[config.mk]
export PLATFORM = sky130hd
export DESIGN_NAME = card_clk_gen
export DESIGN_NICKNAME = d
export VERILOG_FILES = /design/src/rtl/card_clk_pkg.sv /design/src/rtl/card_clk_regs.sv /design/src/rtl/card_clk_div.sv /design/src/rtl/card_clk_burst.sv /design/src/rtl/card_clk_gen.sv
export SDC_FILE = /design/constraint.sdc
export NUM_CORES = 1
export LEC_CHECK = 0
export BUFFER_PORTS_ARGS = -buffer_cell sky130_fd_sc_hd__buf_2
export CAP_MARGIN = 20
export CORE_AREA = 2 2 62 76
export CTS_CLUSTER_DIAMETER = 200
export DETAILED_ROUTE_END_ITERATION = 10
export DIE_AREA = 0 0 64 78
export PLACE_DENSITY = 0.87
export SLEW_MARGIN = 40
export SYNTH_ARGS = -nofsm -noshare
export SYNTH_HDL_FRONTEND = slang
export SYNTH_SLANG_ARGS = --single-unit
[constraint.sdc]
create_clock -name clk -period 2.79 [get_ports clk]
set_clock_uncertainty 0.05 [all_clocks]
set_input_delay 0.6975 -clock clk [delete_from_list [all_inputs] [get_ports clk]]
set_output_delay 0.6975 -clock clk [all_outputs]
set_load 0.02 [all_outputs]
[src/rtl/card_clk_pkg.sv]
package card_clk_pkg;
  // register byte offsets
  localparam int OFF_CTRL = 'h00;
  localparam int OFF_MODE = 'h04;
  localparam int OFF_CMD  = 'h14;
  localparam int OFF_STAT = 'h40;

  // control word bits
  localparam int CTRL_ON_BIT   = 0;
  localparam int CTRL_OFF_BIT  = 1;
  localparam int CTRL_SRST_BIT = 7;

  // special-operation field of the command word
  localparam int SPC_LSB  = 8;
  localparam int SPC_W    = 3;
  localparam int SPC_INIT = 1;

  // status word bits
  localparam int STAT_READY_BIT = 0;
endpackage

[src/rtl/card_clk_regs.sv]
module card_clk_regs
  import card_clk_pkg::*;
#(
  parameter int ADDR_W = 8,
  parameter int DATA_W = 32,
  parameter int DIV_W  = 8
) (
  input  logic              clk,
  input  logic              rst,
  input  logic              wr_en,
  input  logic [ADDR_W-1:0] wr_addr,
  input  logic [DATA_W-1:0] wr_data,
  output logic              en_q,
  output logic [DIV_W-1:0]  div_q,
  output logic              init_req,
  output logic              stop_req
);
  logic hit_ctrl, hit_mode, hit_cmd, soft_rst;

  assign hit_ctrl = wr_en && (wr_addr == ADDR_W'(OFF_CTRL));
  assign hit_mode = wr_en && (wr_addr == ADDR_W'(OFF_MODE));
  assign hit_cmd  = wr_en && (wr_addr == ADDR_W'(OFF_CMD));
  assign soft_rst = hit_ctrl && wr_data[CTRL_SRST_BIT];

  assign init_req = hit_cmd && (wr_data[SPC_LSB +: SPC_W] == SPC_W'(SPC_INIT));
  assign stop_req = hit_ctrl && (wr_data[CTRL_OFF_BIT] || soft_rst);

  always_ff @(posedge clk) begin
    if (rst || soft_rst) begin
      en_q  <= 1'b0;
      div_q <= '0;
    end else begin
      if (hit_ctrl) begin
        if (wr_data[CTRL_OFF_BIT])
          en_q <= 1'b0;
        else if (wr_data[CTRL_ON_BIT])
          en_q <= 1'b1;
      end
      if (hit_mode)
        div_q <= wr_data[DIV_W-1:0];
    end
  end

  // off must win over on in the same write
  assert_off_wins_R3: assert property (@(posedge clk) disable iff (rst)
    (hit_ctrl && wr_data[CTRL_OFF_BIT]) |=> !en_q);
endmodule

[src/rtl/card_clk_div.sv]
module card_clk_div #(
  parameter int DIV_W = 8
) (
  input  logic             clk,
  input  logic             rst,
  input  logic             run_i,
  input  logic [DIV_W-1:0] div_i,
  input  logic             hold_i,
  output logic             card_clk_o,
  output logic             rise_o,
  output logic             fall_o
);
  logic [DIV_W-1:0] cnt;
  logic [DIV_W-1:0] act;
  logic             wrap;

  assign wrap   = run_i && (cnt == '0);
  assign rise_o = wrap && !card_clk_o;
  assign fall_o = wrap && card_clk_o;

  always_ff @(posedge clk) begin
    if (rst) begin
      cnt        <= '0;
      act        <= '0;
      card_clk_o <= 1'b0;
    end else if (!run_i) begin
      card_clk_o <= 1'b0;
      cnt        <= div_i;
      act        <= div_i;
    end else if (wrap) begin
      card_clk_o <= ~card_clk_o;
      if (card_clk_o && !hold_i) begin
        act <= div_i;
        cnt <= div_i;
      end else begin
        cnt <= act;
      end
    end else begin
      cnt <= cnt - 1'b1;
    end
  end

  assert_off_low_R4: assert property (@(posedge clk) disable iff (rst)
    !run_i |=> !card_clk_o);

  assert_rate_frozen_R8: assert property (@(posedge clk) disable iff (rst)
    ($past(hold_i) && $past(run_i)) |-> $stable(act));
endmodule

[src/rtl/card_clk_burst.sv]
module card_clk_burst #(
  parameter int BURST_CYCLES = 74
) (
  input  logic clk,
  input  logic rst,
  input  logic en_i,
  input  logic start_i,
  input  logic abort_i,
  input  logic rise_i,
  input  logic fall_i,
  output logic busy_o
);
  localparam int CNT_W = $clog2(BURST_CYCLES + 1);

  logic [CNT_W-1:0] n_rise;

  always_ff @(posedge clk) begin
    if (rst || abort_i || !en_i) begin
      busy_o <= 1'b0;
      n_rise <= '0;
    end else if (!busy_o) begin
      if (start_i) begin
        busy_o <= 1'b1;
        n_rise <= '0;
      end
    end else begin
      if (rise_i)
        n_rise <= n_rise + 1'b1;
      if (fall_i && n_rise == CNT_W'(BURST_CYCLES))
        busy_o <= 1'b0;
    end
  end

  assert_busy_needs_clock_R6: assert property (@(posedge clk) disable iff (rst)
    busy_o |-> en_i);

  assert_count_bound_R6: assert property (@(posedge clk) disable iff (rst)
    busy_o |-> (n_rise <= CNT_W'(BURST_CYCLES)));

  assert_done_on_fall_R6: assert property (@(posedge clk) disable iff (rst)
    ($fell(busy_o) && en_i) |-> ($past(fall_i) && $past(n_rise) == CNT_W'(BURST_CYCLES)));

  assert_start_taken_R7: assert property (@(posedge clk) disable iff (rst)
    (start_i && en_i && !busy_o && !abort_i) |=> busy_o);
endmodule

[src/rtl/card_clk_gen.sv]
module card_clk_gen
  import card_clk_pkg::*;
#(
  parameter int ADDR_W       = 8,
  parameter int DATA_W       = 32,
  parameter int DIV_W        = 8,
  parameter int BURST_CYCLES = 74
) (
  input  logic              clk,
  input  logic              rst,
  input  logic              wr_en,
  input  logic [ADDR_W-1:0] wr_addr,
  input  logic [DATA_W-1:0] wr_data,
  input  logic [ADDR_W-1:0] rd_addr,
  output logic [DATA_W-1:0] rd_data,
  output logic              card_clk,
  output logic              clk_on,
  output logic              cmd_ready
);
  logic             en_q, init_req, stop_req, busy, rise, fall;
  logic [DIV_W-1:0] div_q;

  card_clk_regs #(.ADDR_W(ADDR_W), .DATA_W(DATA_W), .DIV_W(DIV_W)) u_regs (
    .clk(clk), .rst(rst), .wr_en(wr_en), .wr_addr(wr_addr), .wr_data(wr_data),
    .en_q(en_q), .div_q(div_q), .init_req(init_req), .stop_req(stop_req)
  );

  card_clk_div #(.DIV_W(DIV_W)) u_div (
    .clk(clk), .rst(rst), .run_i(en_q), .div_i(div_q), .hold_i(busy),
    .card_clk_o(card_clk), .rise_o(rise), .fall_o(fall)
  );

  card_clk_burst #(.BURST_CYCLES(BURST_CYCLES)) u_burst (
    .clk(clk), .rst(rst), .en_i(en_q), .start_i(init_req), .abort_i(stop_req),
    .rise_i(rise), .fall_i(fall), .busy_o(busy)
  );

  assign clk_on    = en_q;
  assign cmd_ready = !busy;

  always_ff @(posedge clk) begin
    if (rst)
      rd_data <= '0;
    else if (rd_addr == ADDR_W'(OFF_STAT))
      rd_data <= DATA_W'(cmd_ready) << STAT_READY_BIT;
    else
      rd_data <= '0;
  end

  assert_ready_drops_R6: assert property (@(posedge clk) disable iff (rst)
    $fell(cmd_ready) |-> $past(init_req) && $past(clk_on));
endmodule

Word-level counts from Yosys, hierarchy flattened
Cells that the tools add are included.

Flip-flop bits (word level): 66. Output and inout bits: 35.

Add/sub/neg operators: 2. Equality and inequality tests: 7. Mux-type cells: 13. Bitwise operators: 3. Reductions and logical operators: 26.

Operator list (number): two-way mux 8 bit (5); two-way mux 7 bit (3); logical NOT 8 bit (2); logical AND 1 bit (11); == test 8 x 3 -> 1 bit (second input constant) (1); == test 8 x 5 -> 1 bit (second input constant) (1); == test 8 x 7 -> 1 bit (second input constant) (1); subtractor 8 x 1 -> 8 bit (second input constant) (1); adder 7 x 1 -> 7 bit (second input constant) (1); == test 7 bit (second input constant) (1); two-way mux 1 bit (5); logical OR 1 bit (4); AND reduction 2 bit (2); nonzero test 2 bit (2); OR reduction 2 bit (2); == test 3 x 1 -> 1 bit (second input constant) (1); logical NOT 1 bit (3); NOT 1 bit (3); != test 2 x 1 -> 1 bit (second input constant) (1); != test 2 bit (second input constant) (1).

Depth between registers and ports, before layout
Depth in word-level cells: 7. Mapped depth: 8. Mapped depth without buffers: 7.

Hierarchy
Synthesis repeated with hierarchy kept, for this count alone.

Cells, all modules: 228. Area, all modules: 2069.5 µm².

Modules (own cells, without submodules): card_clk_div (instances 1, cells an instance 104, area each 922.1 µm², seq. area each 340.3 µm²); card_clk_burst (instances 1, cells an instance 52, area each 454.2 µm², seq. area each 160.2 µm²); card_clk_regs (instances 1, cells an instance 35, area each 402.9 µm², seq. area each 180.2 µm²); card_clk_gen (instances 1, cells an instance 37, area each 290.3 µm², seq. area each 20.0 µm²).

Worst setup path before layout
Ideal clock, no wire load.

Path type: input to register. From: in wr_addr[5]. To: reg u_burst.n_rise[1]. Library setup time: 121 ps. Arrival: 2185 ps. Setup slack: 434 ps. Stages: 5. Path buffers: 0. Cells stage by stage: or4b_4 > or4_4 > and2_4 > o2bb2ai_1 > nor2b_1.

Cells in the longest elaborated chain, start to end: 7. Elaborated cells on any way between the ends: 12. Those cells by class: 1 x eq/ne; 11 x reduce/logical.

RTL lines: start: declaration (line card_clk_gen.sv:12) `input logic [ADDR_W-1:0] wr_addr,`; logical NOT 8 bit (line card_clk_regs.sv:20) `assign hit_ctrl = wr_en && (wr_addr == ADDR_W'(OFF_CTRL));`; logical AND 1 bit (line card_clk_regs.sv:20); logical AND 1 bit (line card_clk_regs.sv:23) `assign soft_rst = hit_ctrl && wr_data[CTRL_SRST_BIT];`; logical OR 1 bit (line card_clk_regs.sv:26) `assign stop_req = hit_ctrl && (wr_data[CTRL_OFF_BIT] || soft_rst);`; logical AND 1 bit (line card_clk_regs.sv:26); logical OR 1 bit (2 in a row) (line card_clk_burst.sv:18) `if (rst || abort_i || !en_i) begin`; end signal: assignment (line card_clk_burst.sv:28) `n_rise <= n_rise + 1'b1;`; end: declaration (line card_clk_burst.sv:15) `logic [CNT_W-1:0] n_rise;`.

Parallel ways exist; a longest one is shown, timed or not. A chain may end at the register's enable or synchronous reset.

Worst setup path after layout
Same ends and word-level chain as after synthesis.

==> results.rst <==
.. list-table::
   :header-rows: 1

   * - Metric
     - Value
   * - Run status
     - completed
   * - Total GRT Usage
     - 0.158
   * - Layout overhead on the synthesized area
     - 9.46%
   * - Die width
     - roughly 64 µm
   * - Worst Hold Class
     - reg2reg
   * - 1st-iter DRT viols
     - 53
   * - Dominant synthesized flop cell
     - dfxtp_1
   * - Clock root buffer master
     - clkbuf_8
   * - Placed wire-length estimate after detailed placement
     - 2800 µm
   * - Highest Clock Rate
     - between 400 and 500 MHz
   * - Post-cts gate resize count
     - 0
   * - Number of antenna cells inserted
     - 0
   * - Share of final-layout standard cells stronger than drive strength 1
     - 0.185
   * - Clk pin slew, worst setup/hold paths
     - roughly 0.08 ns
   * - Starting density of the core
     - 0.460
   * - H-tree Lvls
     - 2
   * - Reported net switching power
     - 0.257 mW
   * - Global-route wire length before repair
     - 6200 µm
   * - Via count
     - around 1,600
   * - Clock group share of total power
     - 0.400
   * - Power density over the cells
     - 451 mW/mm²
   * - Final critical-path required period
     - between 2 and 2.5 ns
   * - Final design utilization
     - 0.504
   * - Count of hold buffers inserted by post-cts repair
     - 0
   * - Die extent in y
     - between 70 and 80 µm
   * - Cts bufs inserted
     - 5
   * - WL per Instance
     - between 10 and 15 µm
   * - Max-cap violation count
     - 0
   * - Final worst path period share
     - 0.798
   * - Final hold viol count
     - 0
   * - Post-synth EDFFs
     - 0
   * - Number of buffers added for setup after CTS
     - 0
   * - Total of endpoints with negative setup slack in the final report
     - 0
   * - Area of all placed cells without fillers
     - ~0.0021 mm²
   * - Io pins
     - 86
   * - Share of synthesized area occupied by flip-flops and latches
     - 0.363
   * - TritonCTS Sinks
     - 35
   * - Synthesized area divided by synthesized cell count
     - between 8 and 9 µm²
   * - Synthesis Warnings
     - 0
   * - Required time worst endpoint
     - 2.92 ns
   * - Leading cell type in the layout, fill and taps excluded
     - dfxtp_1
   * - CTS Buffer Depth
     - 2
   * - Instance area after placement
     - about 0.002 mm²
   * - Worst slew pin tran
     - between 0.5 and 0.6 ns
   * - Largest area contributor in the netlist
     - dfxtp_1
   * - Setup crit end kind
     - flip-flop
   * - Number of global-route vias before repair
     - between 1,000 and 1,500
   * - Launching element type of the critical path
     - primary input
   * - Maximum net fanout on the critical path
     - 5
   * - Final cell count without fillers
     - 321
   * - Async SR Flop Fraction
     - 0
   * - Die Outline Area
     - around 0.005 mm²
   * - Clock latency reported for the late side of the worst-skew pair
     - around 0.3 ns
   * - Share of Yosys cell area claimed by the top area cell type
     - 0.363
   * - Internal power
     - around 0.70 mW
   * - Sequential Power Share
     - 0.524
   * - Number of antenna violations at the first check in global routing
     - 0
   * - Max_slew headroom
     - 0.620
   * - Routability congestion estimate from global placement
     - between 0.8 and 0.9
   * - Maximum number of pins on one net before global-route repair
     - 20
   * - Peak ir drop on the vdd network
     - 0.000328 V
   * - Number of placed cells counting well taps
     - around 310
   * - Fraction of power spent switching nets
     - 0.269
   * - Logic pwr share
     - 0.076
   * - Vias per cell
     - between 5 and 6
   * - Commonest cells after routing, fill and taps aside
     - 35 x dfxtp_1, 33 x buf_2, 31 x conb_1
   * - Setup repair after global routing missed its margin
     - no
   * - Critical path start-end classification
     - in2reg
   * - Port Buf Inserts
     - 33
   * - Leakage
     - a little over 0.9 nW
   * - Number of search-and-repair iterations in the first detailed-routing pass
     - 4
   * - Remaining design rule violation count
     - 0
   * - Number of register bits inferred by synthesis
     - 35
   * - Clock tree from TritonCTS
     - built
   * - Max Slew Vio Count
     - 0
   * - Core outline area
     - 0.00420 mm²
   * - Fill count
     - between 400 and 500
   * - Post-detailed-routing wire length
     - 3820 µm
   * - Number of nets in the layout
     - ~320
   * - Std-Cell Rows
     - 26
   * - Number of nets with antenna violations after routing
     - 0
   * - Total global routing overflow
     - 0
   * - Biggest area contributors in the synthesized netlist
     - dfxtp_1 36%, buf_4 12%, nand2_1 5.6%
   * - Setup TNS
     - 0 ns
   * - Mapped cell area
     - 0.00193 mm²
   * - Number of instances in the synthesized netlist
     - approximately 230
   * - Arr. time, crit path
     - ~2.4 ns
   * - Count of unique library cells instantiated by Yosys
     - between 40 and 50
==> power groups by stage <==
stage	Combinational [mW]	Sequential, mW	Clock [mW]
3_5_place_dp	0.0719	0.511	0
5_1_grt	0.0795	0.500	0.413
2_1_floorplan	0.0820	0.511	0
4_1_cts	0.0721	0.500	0.390
3_3_place_gp	0.0709	0.511	0
6_report	0.0728	0.500	0.381
==> through the flow <==
| stage | power, mW | setup WS [ns] | hold slack (ns) |
|---|---|---|---|
| after floorplan | 0.593 | 0.434 | 0.384 |
| after global placement | 0.582 | 0.280 | 0.392 |
| after detailed placement | 0.583 | 0.256 | 0.401 |
| after CTS | 0.961 | 0.572 | 0.414 |
| after global routing | 0.992 | 0.456 | 0.440 |
| final | 0.954 | 0.565 | 0.416 |
==> sequential cells by signal, summed over array words and instances, names as in the netlist <==
register and count:
u_div.act 8, rd_data 1, u_regs.div_q 8, u_regs.en_q 1
u_burst.busy_o 1, u_div.cnt 8, u_burst.n_rise 7, u_div.card_clk_o 1
==> synthesized netlist by cell type (4+ instances only) <==
master / count
xor2_1: 4
and3_1: 4
nand2_1: 29
a21oi_1: 20
mux2i_1: 8
dfxtp_1: 35
nor3_1: 8
nand4_1: 4
inv_1: 5
o21ai_0: 5
nor2_1: 17
nand2b_1: 5
nor4_1: 4
nand3_1: 6
buf_4: 31
==> area by class of cell <==
type | count | area, µm² | area share
multi-input combinational | 184 | 1070 | 0.504
sequential | 35 | 701 | 0.332
timing repair buffer | 33 | 165 | 0.0782
tap | 56 | 70.1 | 0.0332
clock buffer | 5 | 68.8 | 0.0326
clock inverter | 3 | 23.8 | 0.0112
inverter | 5 | 18.8 | 0.00888
==> worst max-delay path, cell delays in order <==
cell       delay [ns]
buf_2            0.10
or4b_4           0.55
or4_4            0.57
and2_4           0.20
o2bb2ai_1        0.12
nor2b_1          0.13
==> path summary, 6_finish.rpt <==
path | start | to | slack, ns | depth (start not counted)
min reg2reg | u_div.act[2]$_SDFFE_PP0P_ | u_div.act[2]$_SDFFE_PP0P_ | 0.42 | 2
min | u_div.act[2]$_SDFFE_PP0P_ | u_div.act[2]$_SDFFE_PP0P_ | 0.42 | 2
max reg2reg | u_div.cnt[0]$_SDFF_PP0_ | u_div.cnt[3]$_SDFF_PP0_ | 0.64 | 7
max | wr_addr[5] | u_burst.n_rise[1]$_SDFFE_PP0P_ | 0.56 | 6
==> routing by layer <==
metal | share of wire | global-route usage | up-vias
li1 | - | - | 812
met2 | 0.50 | 0.283 | 64
met4 | 0.020 | 0.0957 | 0
met1 | 0.42 | 0.160 | 753
met3 | 0.066 | 0.0435 | 7
met5 | 0 | 0 | -
==> cell families (layout without fill, tap and decap cells) <==
kind of cell,after synthesis,in the layout,share of synthesized area
adder cells (fa/ha/maj),3,3,0.0194
flip-flops,35,35,0.363
multiplexers,8,8,0.0415
XOR/XNOR,6,6,0.0272
other,1,31,0.00194
AO/OA/AOI/OAI,40,40,0.124
AND/OR/NAND/NOR,96,96,0.280
buffers and inverters,42,46,0.143
No activity file was read; power rests on OpenSTA's default activity.
